**config.mk**
```make
export PLATFORM = sky130hd
export DESIGN_NAME = phy_cr_bridge
export DESIGN_NICKNAME = d
export VERILOG_FILES = /design/src/rtl/phy_cr_pkg.sv /design/src/rtl/cr_regfile_model.sv /design/src/rtl/cr_seq.sv /design/src/rtl/cr_host_if.sv /design/src/rtl/phy_cr_bridge.sv
export SDC_FILE = /design/constraint.sdc
export NUM_CORES = 1
export LEC_CHECK = 0
export BUFFER_PORTS_ARGS = -buffer_cell sky130_fd_sc_hd__clkbuf_2
export CAP_MARGIN = 20
export CORE_MARGIN = 2
export CORE_UTILIZATION = 55
export CTS_CLUSTER_SIZE = 28
export DETAILED_ROUTE_END_ITERATION = 8
export HOLD_SLACK_MARGIN = 0.15
export PLACE_DENSITY = 0.72
export SYNTH_ARGS = -nofsm -noshare
export SYNTH_HDL_FRONTEND = slang
export SYNTH_SLANG_ARGS = --single-unit
```
**constraint.sdc**
```tcl
create_clock -name clk -period 2.6 [get_ports clk]
set_clock_uncertainty 0.05 [all_clocks]
set_input_delay 0 -clock clk [delete_from_list [all_inputs] [get_ports clk]]
set_output_delay 0 -clock clk [all_outputs]
set_load 0.005 [all_outputs]
```
**src/rtl/phy_cr_pkg.sv**
```systemverilog
package phy_cr_pkg;

  localparam logic [7:0] OFF_DIN  = 8'h0C;
  localparam logic [7:0] OFF_DOUT = 8'h10;
  localparam logic [7:0] OFF_CAPA = 8'h14;
  localparam logic [7:0] OFF_CAPD = 8'h18;
  localparam logic [7:0] OFF_RD   = 8'h1C;
  localparam logic [7:0] OFF_WR   = 8'h20;
  localparam logic [7:0] OFF_STAT = 8'h24;

  // pending vector bit positions
  localparam int PB_CAPA = 0;
  localparam int PB_CAPD = 1;
  localparam int PB_RD   = 2;
  localparam int PB_WR   = 3;
  localparam int NTRIG   = 4;

  localparam logic [15:0] LANE_BASE = 16'h1000;
  localparam int REGS_PER_LANE = 16;

  function automatic logic [7:0] trig_off(input int idx);
    case (idx)
      PB_CAPA: return OFF_CAPA;
      PB_CAPD: return OFF_CAPD;
      PB_RD:   return OFF_RD;
      default: return OFF_WR;
    endcase
  endfunction

  function automatic logic cr_hit(input logic [15:0] a, input int lanes);
    return (a[15:12] == LANE_BASE[15:12]) && (int'(a[11:8]) < lanes) && (a[7:4] == 4'h0);
  endfunction

  function automatic int cr_slot(input logic [15:0] a);
    return int'(a[11:8]) * REGS_PER_LANE + int'(a[3:0]);
  endfunction

  function automatic logic [15:0] cr_addr_of(input int idx);
    return LANE_BASE | 16'((idx / REGS_PER_LANE) << 8) | 16'(idx % REGS_PER_LANE);
  endfunction

  function automatic logic [15:0] cr_init(input logic [15:0] a);
    return a ^ 16'h5A00;
  endfunction

endpackage

```
**src/rtl/cr_regfile_model.sv**
```systemverilog
module cr_regfile_model
  import phy_cr_pkg::*;
#(
  parameter int LANES = 2,
  parameter int ACK_DELAY = 3
) (
  input  logic        clk,
  input  logic        rst_n,
  input  logic        req,
  input  logic        we,
  input  logic [15:0] addr,
  input  logic [15:0] wdata,
  output logic        ack,
  output logic [15:0] rdata
);
  localparam int ENTRIES = LANES * REGS_PER_LANE;
  localparam int IW = (ENTRIES > 1) ? $clog2(ENTRIES) : 1;
  localparam int CW = (ACK_DELAY > 1) ? $clog2(ACK_DELAY) : 1;
  localparam logic [CW-1:0] CNT_LAST = CW'(ACK_DELAY - 1);

  logic [15:0]   mem [ENTRIES];
  logic [CW-1:0] cnt;
  logic          hit;
  logic [IW-1:0] slot;

  assign hit  = cr_hit(addr, LANES);
  assign slot = IW'(cr_slot(addr));

  always_ff @(posedge clk or negedge rst_n) begin
    if (!rst_n) begin
      ack   <= 1'b0;
      cnt   <= '0;
      rdata <= '0;
      for (int i = 0; i < ENTRIES; i++) mem[i] <= cr_init(cr_addr_of(i));
    end else if (ack) begin
      ack <= 1'b0;
      cnt <= '0;
    end else if (req) begin
      if (cnt == CNT_LAST) begin
        ack   <= 1'b1;
        rdata <= hit ? mem[slot] : 16'h0000;
        if (we && hit) mem[slot] <= wdata;
      end else begin
        cnt <= cnt + 1'b1;
      end
    end
  end

endmodule

```
**src/rtl/cr_seq.sv**
```systemverilog
module cr_seq
  import phy_cr_pkg::*;
(
  input  logic             clk,
  input  logic             rst_n,
  input  logic [NTRIG-1:0] start,
  input  logic [15:0]      din,
  input  logic             ack,
  input  logic [15:0]      rdata,
  output logic [NTRIG-1:0] pend,
  output logic             req,
  output logic             we,
  output logic [15:0]      addr_q,
  output logic [15:0]      wdata_q,
  output logic [15:0]      dout
);

  assign req = pend[PB_RD] | pend[PB_WR];
  assign we  = pend[PB_WR];

  always_ff @(posedge clk or negedge rst_n) begin
    if (!rst_n) begin
      pend    <= '0;
      addr_q  <= '0;
      wdata_q <= '0;
      dout    <= '0;
    end else if (|start) begin
      pend <= start;
    end else begin
      if (pend[PB_CAPA]) begin
        addr_q <= din;
        pend   <= '0;
      end
      if (pend[PB_CAPD]) begin
        wdata_q <= din;
        pend    <= '0;
      end
      if (ack) begin
        if (pend[PB_RD]) dout <= rdata;
        pend <= '0;
      end
    end
  end

endmodule

```
**src/rtl/cr_host_if.sv**
```systemverilog
module cr_host_if
  import phy_cr_pkg::*;
(
  input  logic             clk,
  input  logic             rst_n,
  input  logic             host_wr,
  input  logic [7:0]       host_addr,
  input  logic [31:0]      host_wdata,
  input  logic [NTRIG-1:0] pend,
  input  logic [15:0]      dout,
  output logic [31:0]      host_rdata,
  output logic [15:0]      din_lo,
  output logic [NTRIG-1:0] start,
  output logic             overlap
);
  logic [31:0]      din_q;
  logic [NTRIG-1:0] trig_vec;
  logic             busy;
  logic             clr_ovl;

  for (genvar g = 0; g < NTRIG; g++) begin : g_trig
    assign trig_vec[g] = host_wr && host_wdata[0] && (host_addr == trig_off(g));
  end

  assign busy    = |pend;
  assign start   = busy ? '0 : trig_vec;
  assign clr_ovl = host_wr && host_wdata[0] && (host_addr == OFF_STAT);
  assign din_lo  = din_q[15:0];

  always_ff @(posedge clk or negedge rst_n) begin
    if (!rst_n) begin
      din_q   <= '0;
      overlap <= 1'b0;
    end else begin
      if (host_wr && host_addr == OFF_DIN) din_q <= host_wdata;
      if (busy && |trig_vec) overlap <= 1'b1;
      else if (clr_ovl)      overlap <= 1'b0;
    end
  end

  always_comb begin
    case (host_addr)
      OFF_DIN:  host_rdata = din_q;
      OFF_DOUT: host_rdata = {16'h0000, dout};
      OFF_CAPA: host_rdata = {31'd0, pend[PB_CAPA]};
      OFF_CAPD: host_rdata = {31'd0, pend[PB_CAPD]};
      OFF_RD:   host_rdata = {31'd0, pend[PB_RD]};
      OFF_WR:   host_rdata = {31'd0, pend[PB_WR]};
      OFF_STAT: host_rdata = {31'd0, overlap};
      default:  host_rdata = 32'h0000_0000;
    endcase
  end

endmodule

```
**src/rtl/phy_cr_bridge.sv**
```systemverilog
module phy_cr_bridge
  import phy_cr_pkg::*;
#(
  parameter int LANES = 2,
  parameter int ACK_DELAY = 3
) (
  input  logic        clk,
  input  logic        rst_n,
  input  logic        host_wr,
  input  logic [7:0]  host_addr,
  input  logic [31:0] host_wdata,
  output logic [31:0] host_rdata
);
  logic [NTRIG-1:0] pend;
  logic [NTRIG-1:0] start_vec;
  logic [15:0]      din_lo;
  logic [15:0]      dout;
  logic             overlap;
  logic             cr_req;
  logic             cr_we;
  logic             cr_ack;
  logic [15:0]      cr_addr;
  logic [15:0]      cr_wdata;
  logic [15:0]      cr_rdata;

  cr_host_if u_host (
    .clk       (clk),
    .rst_n     (rst_n),
    .host_wr   (host_wr),
    .host_addr (host_addr),
    .host_wdata(host_wdata),
    .pend      (pend),
    .dout      (dout),
    .host_rdata(host_rdata),
    .din_lo    (din_lo),
    .start     (start_vec),
    .overlap   (overlap)
  );

  cr_seq u_seq (
    .clk    (clk),
    .rst_n  (rst_n),
    .start  (start_vec),
    .din    (din_lo),
    .ack    (cr_ack),
    .rdata  (cr_rdata),
    .pend   (pend),
    .req    (cr_req),
    .we     (cr_we),
    .addr_q (cr_addr),
    .wdata_q(cr_wdata),
    .dout   (dout)
  );

  cr_regfile_model #(
    .LANES    (LANES),
    .ACK_DELAY(ACK_DELAY)
  ) u_model (
    .clk  (clk),
    .rst_n(rst_n),
    .req  (cr_req),
    .we   (cr_we),
    .addr (cr_addr),
    .wdata(cr_wdata),
    .ack  (cr_ack),
    .rdata(cr_rdata)
  );

endmodule

```
## Word level (Yosys, flattened, before mapping)

Cells that the tools add are included.

| operators by class | value |
|---|---|
| add/subtract/negate cells | 2 |
| multipliers | 0 |
| div/mod/pow operators | 0 |
| $lt $le $gt $ge | 3 |
| equality and inequality tests | 10 |
| shifts and indexed selects | 0 |
| muxes and demuxes | 21 |
| bitwise logic cells | 4 |
| reductions and logical operators | 25 |

Operator list:

| cell | count |
|---|---|
| 512-bit bitwise mux | 1 |
| 32-bit case mux with 7 select lines | 1 |
| 16-bit binary-select mux with 5-bit select | 1 |
| 16-bit demux with 5-bit select | 1 |
| 16-bit 2-to-1 mux | 4 |
| 8-bit by 5-bit == test with 1-bit output, second input constant | 4 |
| 4-bit 2-to-1 mux | 5 |
| 8-bit by 6-bit == test with 1-bit output, second input constant | 2 |
| 1-bit logical AND | 12 |
| 4-bit OR reduction | 3 |
| 8-bit by 4-bit == test with 1-bit output, second input constant | 1 |
| 6-bit greater-or-equal comparator, second input constant | 1 |
| 6-bit by 1-bit < comparator with 1-bit output, second input constant | 1 |
| 2-bit 2-to-1 mux | 3 |
| 5-bit inverter with 6-bit output | 1 |
| 2-bit AND reduction | 3 |
| 3-bit AND reduction | 2 |
| 5-bit by 4-bit adder with 5-bit output | 1 |
| 1-bit 2-to-1 mux | 5 |
| 4-bit by 1-bit == test with 1-bit output, second input constant | 1 |
| 4-bit logical NOT | 1 |
| 4-bit by 2-bit < comparator with 1-bit output, second input constant | 1 |
| 4-bit AND reduction | 1 |
| 2-bit nonzero test | 2 |
| 6 further kinds | 7 |

| word-level totals | value |
|---|---|
| register bits | 616 |
| bits in latches | 0 |
| RAM bits | 0 |
| bits in read-only memories | 0 |
| input port bits | 43 |
| output and inout bits | 32 |
| logic and storage cells | 107 |
| memories kept | 0 |

## Depth between registers and ports, before layout

| logic depth | value |
|---|---|
| depth in word-level cells | 7 |
| mapped depth | 10 |
| gate-level depth less buffers | 7 |

## Cells and area by module

A second synthesis with hierarchy kept.

| second synthesis, totals | value |
|---|---|
| cell total of the unflattened synthesis | 1995 |
| area total of the unflattened synthesis | 28210.8 sq um |

By module, submodules not included:

| module | times used | cells an instance | area an instance (sq um) | seq. area each (sq um) |
|---|---|---|---|---|
| cr_regfile_model | 1 | 1728 | 24233.2 | 13508.0 |
| cr_seq | 1 | 115 | 1991.9 | 1301.2 |
| cr_host_if | 1 | 152 | 1985.7 | 825.8 |

## Least setup slack after synthesis

OpenSTA, ideal clock, no wires.

| timing path | value |
|---|---|
| path type | reg-to-reg |
| from | register u_model.cnt[0] |
| to | register u_model.mem[421] in the netlist's numbering |
| setup time | 0.125 ns |
| data arrival time | 2.088 ns |
| required time | 2.425 ns |
| slack | 0.337 ns |
| stages on the path, launching flop included | 11 |
| path buffers | 3 |
| period minus slack after synthesis | 2.263 ns |
| path through | dfrtp_1 -> inv_1 -> ha_1 -> and3b_1 -> and4_1 -> buf_4 -> nand3b_1 -> buf_6 -> nor2_4 -> buf_4 -> mux2_2 |

| between the ends | value |
|---|---|
| longest elaborated chain between the ends | 2 |

RTL lines:

| element | RTL line | RTL |
|---|---|---|
| start: declaration | cr_regfile_model.sv:22 | `logic [CW-1:0] cnt;` |
| start signal: assignment | cr_regfile_model.sv:44 | `cnt <= cnt + 1'b1;` |
| 2-bit == test | cr_regfile_model.sv:39 | `if (cnt == CNT_LAST) begin` |
| 4-bit AND reduction (no source line) | -- |  |
| end signal: indexed assignment | cr_regfile_model.sv:42 | `if (we && hit) mem[slot] <= wdata;` |
| end: declaration | cr_regfile_model.sv:21 | `logic [15:0] mem [ENTRIES];` |

Every way passes these cells.
A chain may end at the register's enable or synchronous reset.

## Worst setup path in the final report

| timing path | value |
|---|---|
| from | register u_seq.addr_q[0] |
| to | register u_model.rdata[4] |

| between the ends | value |
|---|---|
| longest elaborated chain between the ends | 6 |

RTL lines:

| element | RTL line | RTL |
|---|---|---|
| start: declaration | cr_seq.sv:13 | `output logic [15:0] addr_q,` |
| start signal: assignment | cr_seq.sv:31 | `addr_q <= din;` |
| 5-bit by 4-bit adder with 5-bit output | phy_cr_pkg.sv:35 | `return int'(a[11:8]) * REGS_PER_LANE + int'(a[3:0]);` |
| 5-bit inverter with 6-bit output (implied by the code) | cr_regfile_model.sv:41 | `rdata <= hit ? mem[slot] : 16'h0000;` |
| 16-bit binary-select mux with 5-bit select | cr_regfile_model.sv:41 |  |
| 16-bit 2-to-1 mux (implied by the code) (2 in a row) | cr_regfile_model.sv:41 |  |
| 16-bit 2-to-1 mux | cr_regfile_model.sv:41 |  |
| end signal: assignment | cr_regfile_model.sv:41 |  |
| end: declaration | cr_regfile_model.sv:14 | `output logic [15:0] rdata` |

Every way passes these cells. The select of a mux whose other input is x is not followed.

==> results by group <==
Drt
  – Drt drc: 0
  – ANT nets after route: 0
  – Vias per inst: 6.06
  – Final wirelength: 73.3 mm
  – WL/cell: 25.2 um
  – DR vias: 17,600
  – Iter 0 DRT Violations: 1,345
  – DR pass1 iterations: 5

Placed design
  – DP Cell Count: 2,694
  – Hpwl dp: 46.8 mm
  – Port Buffers: 74
  – Routability cong.: 0.877

GRT
  – Gr ovfl total: 0
  – Initial antenna violation count: 0
  – Global-route usage over all layers: 27.6%
  – Vias in the first global route: 18,200
  – First-pass GRT wire length: 112 mm
  – Largest net degree at the start of global routing: 86

Logic synthesis
  – Register area share after synthesis: 55.4%
  – Cell area after synthesis: 0.0282 mm2
  – Top cells by count, synth: 573 x mux2_2, 440 x dfrtp_1, 256 x mux2i_1
  – Post-synth top area cell: dfrtp_1
  – Synth Net Count: 2,018
  – Mean Syn Cell Area: 14.3 um2
  – Yosys warnings: 0
  – Number of synthesized flops with an enable pin: 0
  – Share of the synthesized area in the top cell type: 39.0%
  – Largest cells by area after synthesis: dfrtp_1 39%, mux2_2 23%, dfstp_2 16%, mux2i_1 9.1%, o22ai_1 2.8%
  – Most frequent cell after synthesis: mux2_2
  – Main synth FF type: dfrtp_1
  – FF+latch count, synth: 616
  – Distinct cells, synth: 58
  – Post-synthesis cell count: 1,974
  – FFs w/ async S/R, synth: 100%

Critical path
  – CP Launch Type: register
  – CP endpoint kind: register
  – FF-to-FF Start: u_seq.addr_q[0]$_DFFE_PN0P_
  – Data arrival, critical path: 2.98 ns
  – Required @ worst endpoint: 3.02 ns
  – Reg2Reg Setup Slack: 0.04 ns
  – Critical path class: reg2reg
  – Worst-path fanout max: 15
  – FF-to-FF path depth: 9
  – Critical R2R Capture: u_model.rdata[4]$_DFFE_PN0P_

CTS
  – TritonCTS Buffers: 66
  – Clk_lat worst skew: 0.59 ns
  – CTS tree: built
  – Clock sinks: 616
  – Root Buffer: clkbuf_16
  – CTS Buffer Depth: 3
  – Htree depth: 3
  – CTS clk-pin slew, worst paths: 0.06 ns

Floorplanning
  – Rows: 83
  – Initial Utilization: 55.3%
  – Die H: 231 um
  – Die ar.: 0.0531 mm2
  – Total core area: 0.0510 mm2
  – IO Pins: 75
  – Width of the die: 231 um

Pwr
  – PwrDens: 588 mW/mm2
  – Worst VDD drop: 0.000423 V
  – Leak Pwr: 14.6 nW

STA
  – Worst slew pin tran: 0.968 ns
  – Min Hold Slack: 0.164 ns
  – RSZ-0062 raised after global routing: no
  – Fin crit share: 98.5%
  – Fmax achieved: 0.391 GHz
  – Minimum clock period: 2.56 ns
  – Final setup violation count: 0
  – Final slew viol count: 0
  – Hold Vio Cnt, Final: 0
  – Slew headroom: 35.5%

Final layout
  – Non-filler cells, final: 2,905
  – Layout Utilization: 65.2%
  – Syn-to-layout area delta: 17.9%
  – Nets: 2,215
  – Fillers: 3,545
  – Share of cells above drive strength 1: 50.7%

Run status
  – Status: finished, final reports clean

Worst hold path
  – Hold_sp: host_wdata[10]
  – Worst hold path type: in2reg
  – Worst hold path endpoint: u_host.din_q[10]$_DFFE_PN0P_
  – WHS Path Cells: 3

Flow run
  – Max-cap viol count: 0
==> report_power, final <==
group          total (mW)  switching, mW  internal [mW]  leakage, nW
combinational       0.483          0.297          0.187         5.62
sequential           9.69         0.0419           9.64         7.95
clock                9.39           3.77           5.61         1.07
total                19.6           4.11           15.4         14.6
==> repair_timing <==
action	in CTS	in global routing
hold endpoints to repair	521	0
resized for setup	3	4
hold buffers	81	0
setup buffers	0	6
endpoints found under the setup margin	4	9
==> layer usage <==
layer / global-route usage (%) / vias up / wire [um] / part of all wire, %
met5: 0 / - / 0 / 0
met4: 7.00 / 0 / 1360 / 1.9
met3: 4.20 / 94 / 3910 / 5.3
met2: 43.6 / 537 / 33900 / 46
met1: 40.4 / 9302 / 34100 / 47
li1: - / 7666 / - / -
==> worst max-delay path, stage by stage, from the launching register on <==
cell     delay (ns)
dfrtp_4        0.49
buf_12         0.17
buf_4          0.16
buf_12         0.16
buf_4          0.16
mux2i_1        0.24
o22ai_1        0.12
nor4_1         0.43
nand2_1        0.19
a22o_1         0.25
==> kinds of logic (layout without fill, tap and decap cells) <==
| logic type | count (synthesis) | in the layout | share of synthesized area, % |
|---|---|---|---|
| multiplexers | 848 | 848 | 32.9 |
| flip-flops | 616 | 616 | 55.4 |
| AO/OA/AOI/OAI | 173 | 173 | 4.15 |
| buffers and inverters | 172 | 422 | 3.14 |
| AND/OR/NAND/NOR | 164 | 164 | 4.39 |
| adder cells (fa/ha/maj) | 1 | 1 | 0.0443 |
| other | 0 | 1 | 0 |
==> registers in the layout (all words and copies together), names as in the netlist <==
| name | count |
|---|---|
| u_seq.wdata_q | 16 |
| u_host.overlap | 1 |
| u_model.ack | 1 |
| u_model.mem | 512 |
| u_seq.pend | 4 |
| u_model.cnt | 2 |
| u_host.din_q | 32 |
| u_seq.addr_q | 16 |
| u_seq.dout | 16 |
| u_model.rdata | 16 |
==> area by class of cell <==
type / instances / area [um2] / share of cell area [%]
inverters: 2 / 7.51 / 0.0226
well taps: 680 / 851 / 2.56
diodes: 1 / 2.50 / 0.00752
flip-flops and latches: 616 / 15600 / 47.0
clock buffers: 111 / 2070 / 6.21
repair buffers: 299 / 2880 / 8.65
multi-input cells: 1186 / 11700 / 35.2
clock inverters: 10 / 104 / 0.312
==> stage by stage <==
| step | TNS (ns) | worst slack, ns | instance area (um2) | power, mW |
|---|---|---|---|---|
| finish | 0 | 0.0393 | 33300 | 19.6 |
| global placement | -0.251 | -0.251 | 30100 | 10.2 |
| floorplan | 0 | 0.337 | 28200 | 9.92 |
| CTS | 0 | 0.00107 | 33100 | 19.7 |
| detailed placement | -0.222 | -0.214 | 30100 | 10.2 |
| global route | 0 | 0.0197 | 33300 | 20.2 |
==> cells in the final DEF, fill, tap and decap left out, types with 6 or more instances in the layout <==
master,synthesis,final
mux2i_1,256,255
dfstp_2,176,176
buf_4,25,98
buf_12,0,42
clkbuf_1,91,26
a22o_1,31,31
clkinv_2,0,7
o22ai_1,128,128
dfrtp_1,440,435
clkbuf_8,0,14
and2_1,17,17
mux2_4,13,13
nand2_1,26,26
mux2_2,573,573
nor2_4,17,17
nor2_1,8,8
clkbuf_2,1,73
nor4_1,33,32
dlygate4sd3_1,0,80
mux2_1,6,6
clkbuf_16,0,71
==> worst max path at each step <==
| stage | start | endpoint |
|---|---|---|
| finish | u_seq.addr_q[0]$_DFFE_PN0P_ | u_model.rdata[4]$_DFFE_PN0P_ |
| global route | u_seq.addr_q[4]$_DFFE_PN0P_ | u_model.mem[296]$_DFFE_PN0P_ |
| CTS | u_seq.addr_q[0]$_DFFE_PN0P_ | u_model.rdata[11]$_DFFE_PN0P_ |
| detailed placement | u_seq.addr_q[0]$_DFFE_PN0P_ | u_model.rdata[14]$_DFFE_PN0P_ |
| global placement | u_seq.addr_q[0]$_DFFE_PN0P_ | u_model.rdata[14]$_DFFE_PN0P_ |
| floorplan | u_model.cnt[0]$_DFFE_PN0P_ | u_model.mem[421]$_DFFE_PN0P_ |
Note: power is estimated with default switching activity, not from simulation.
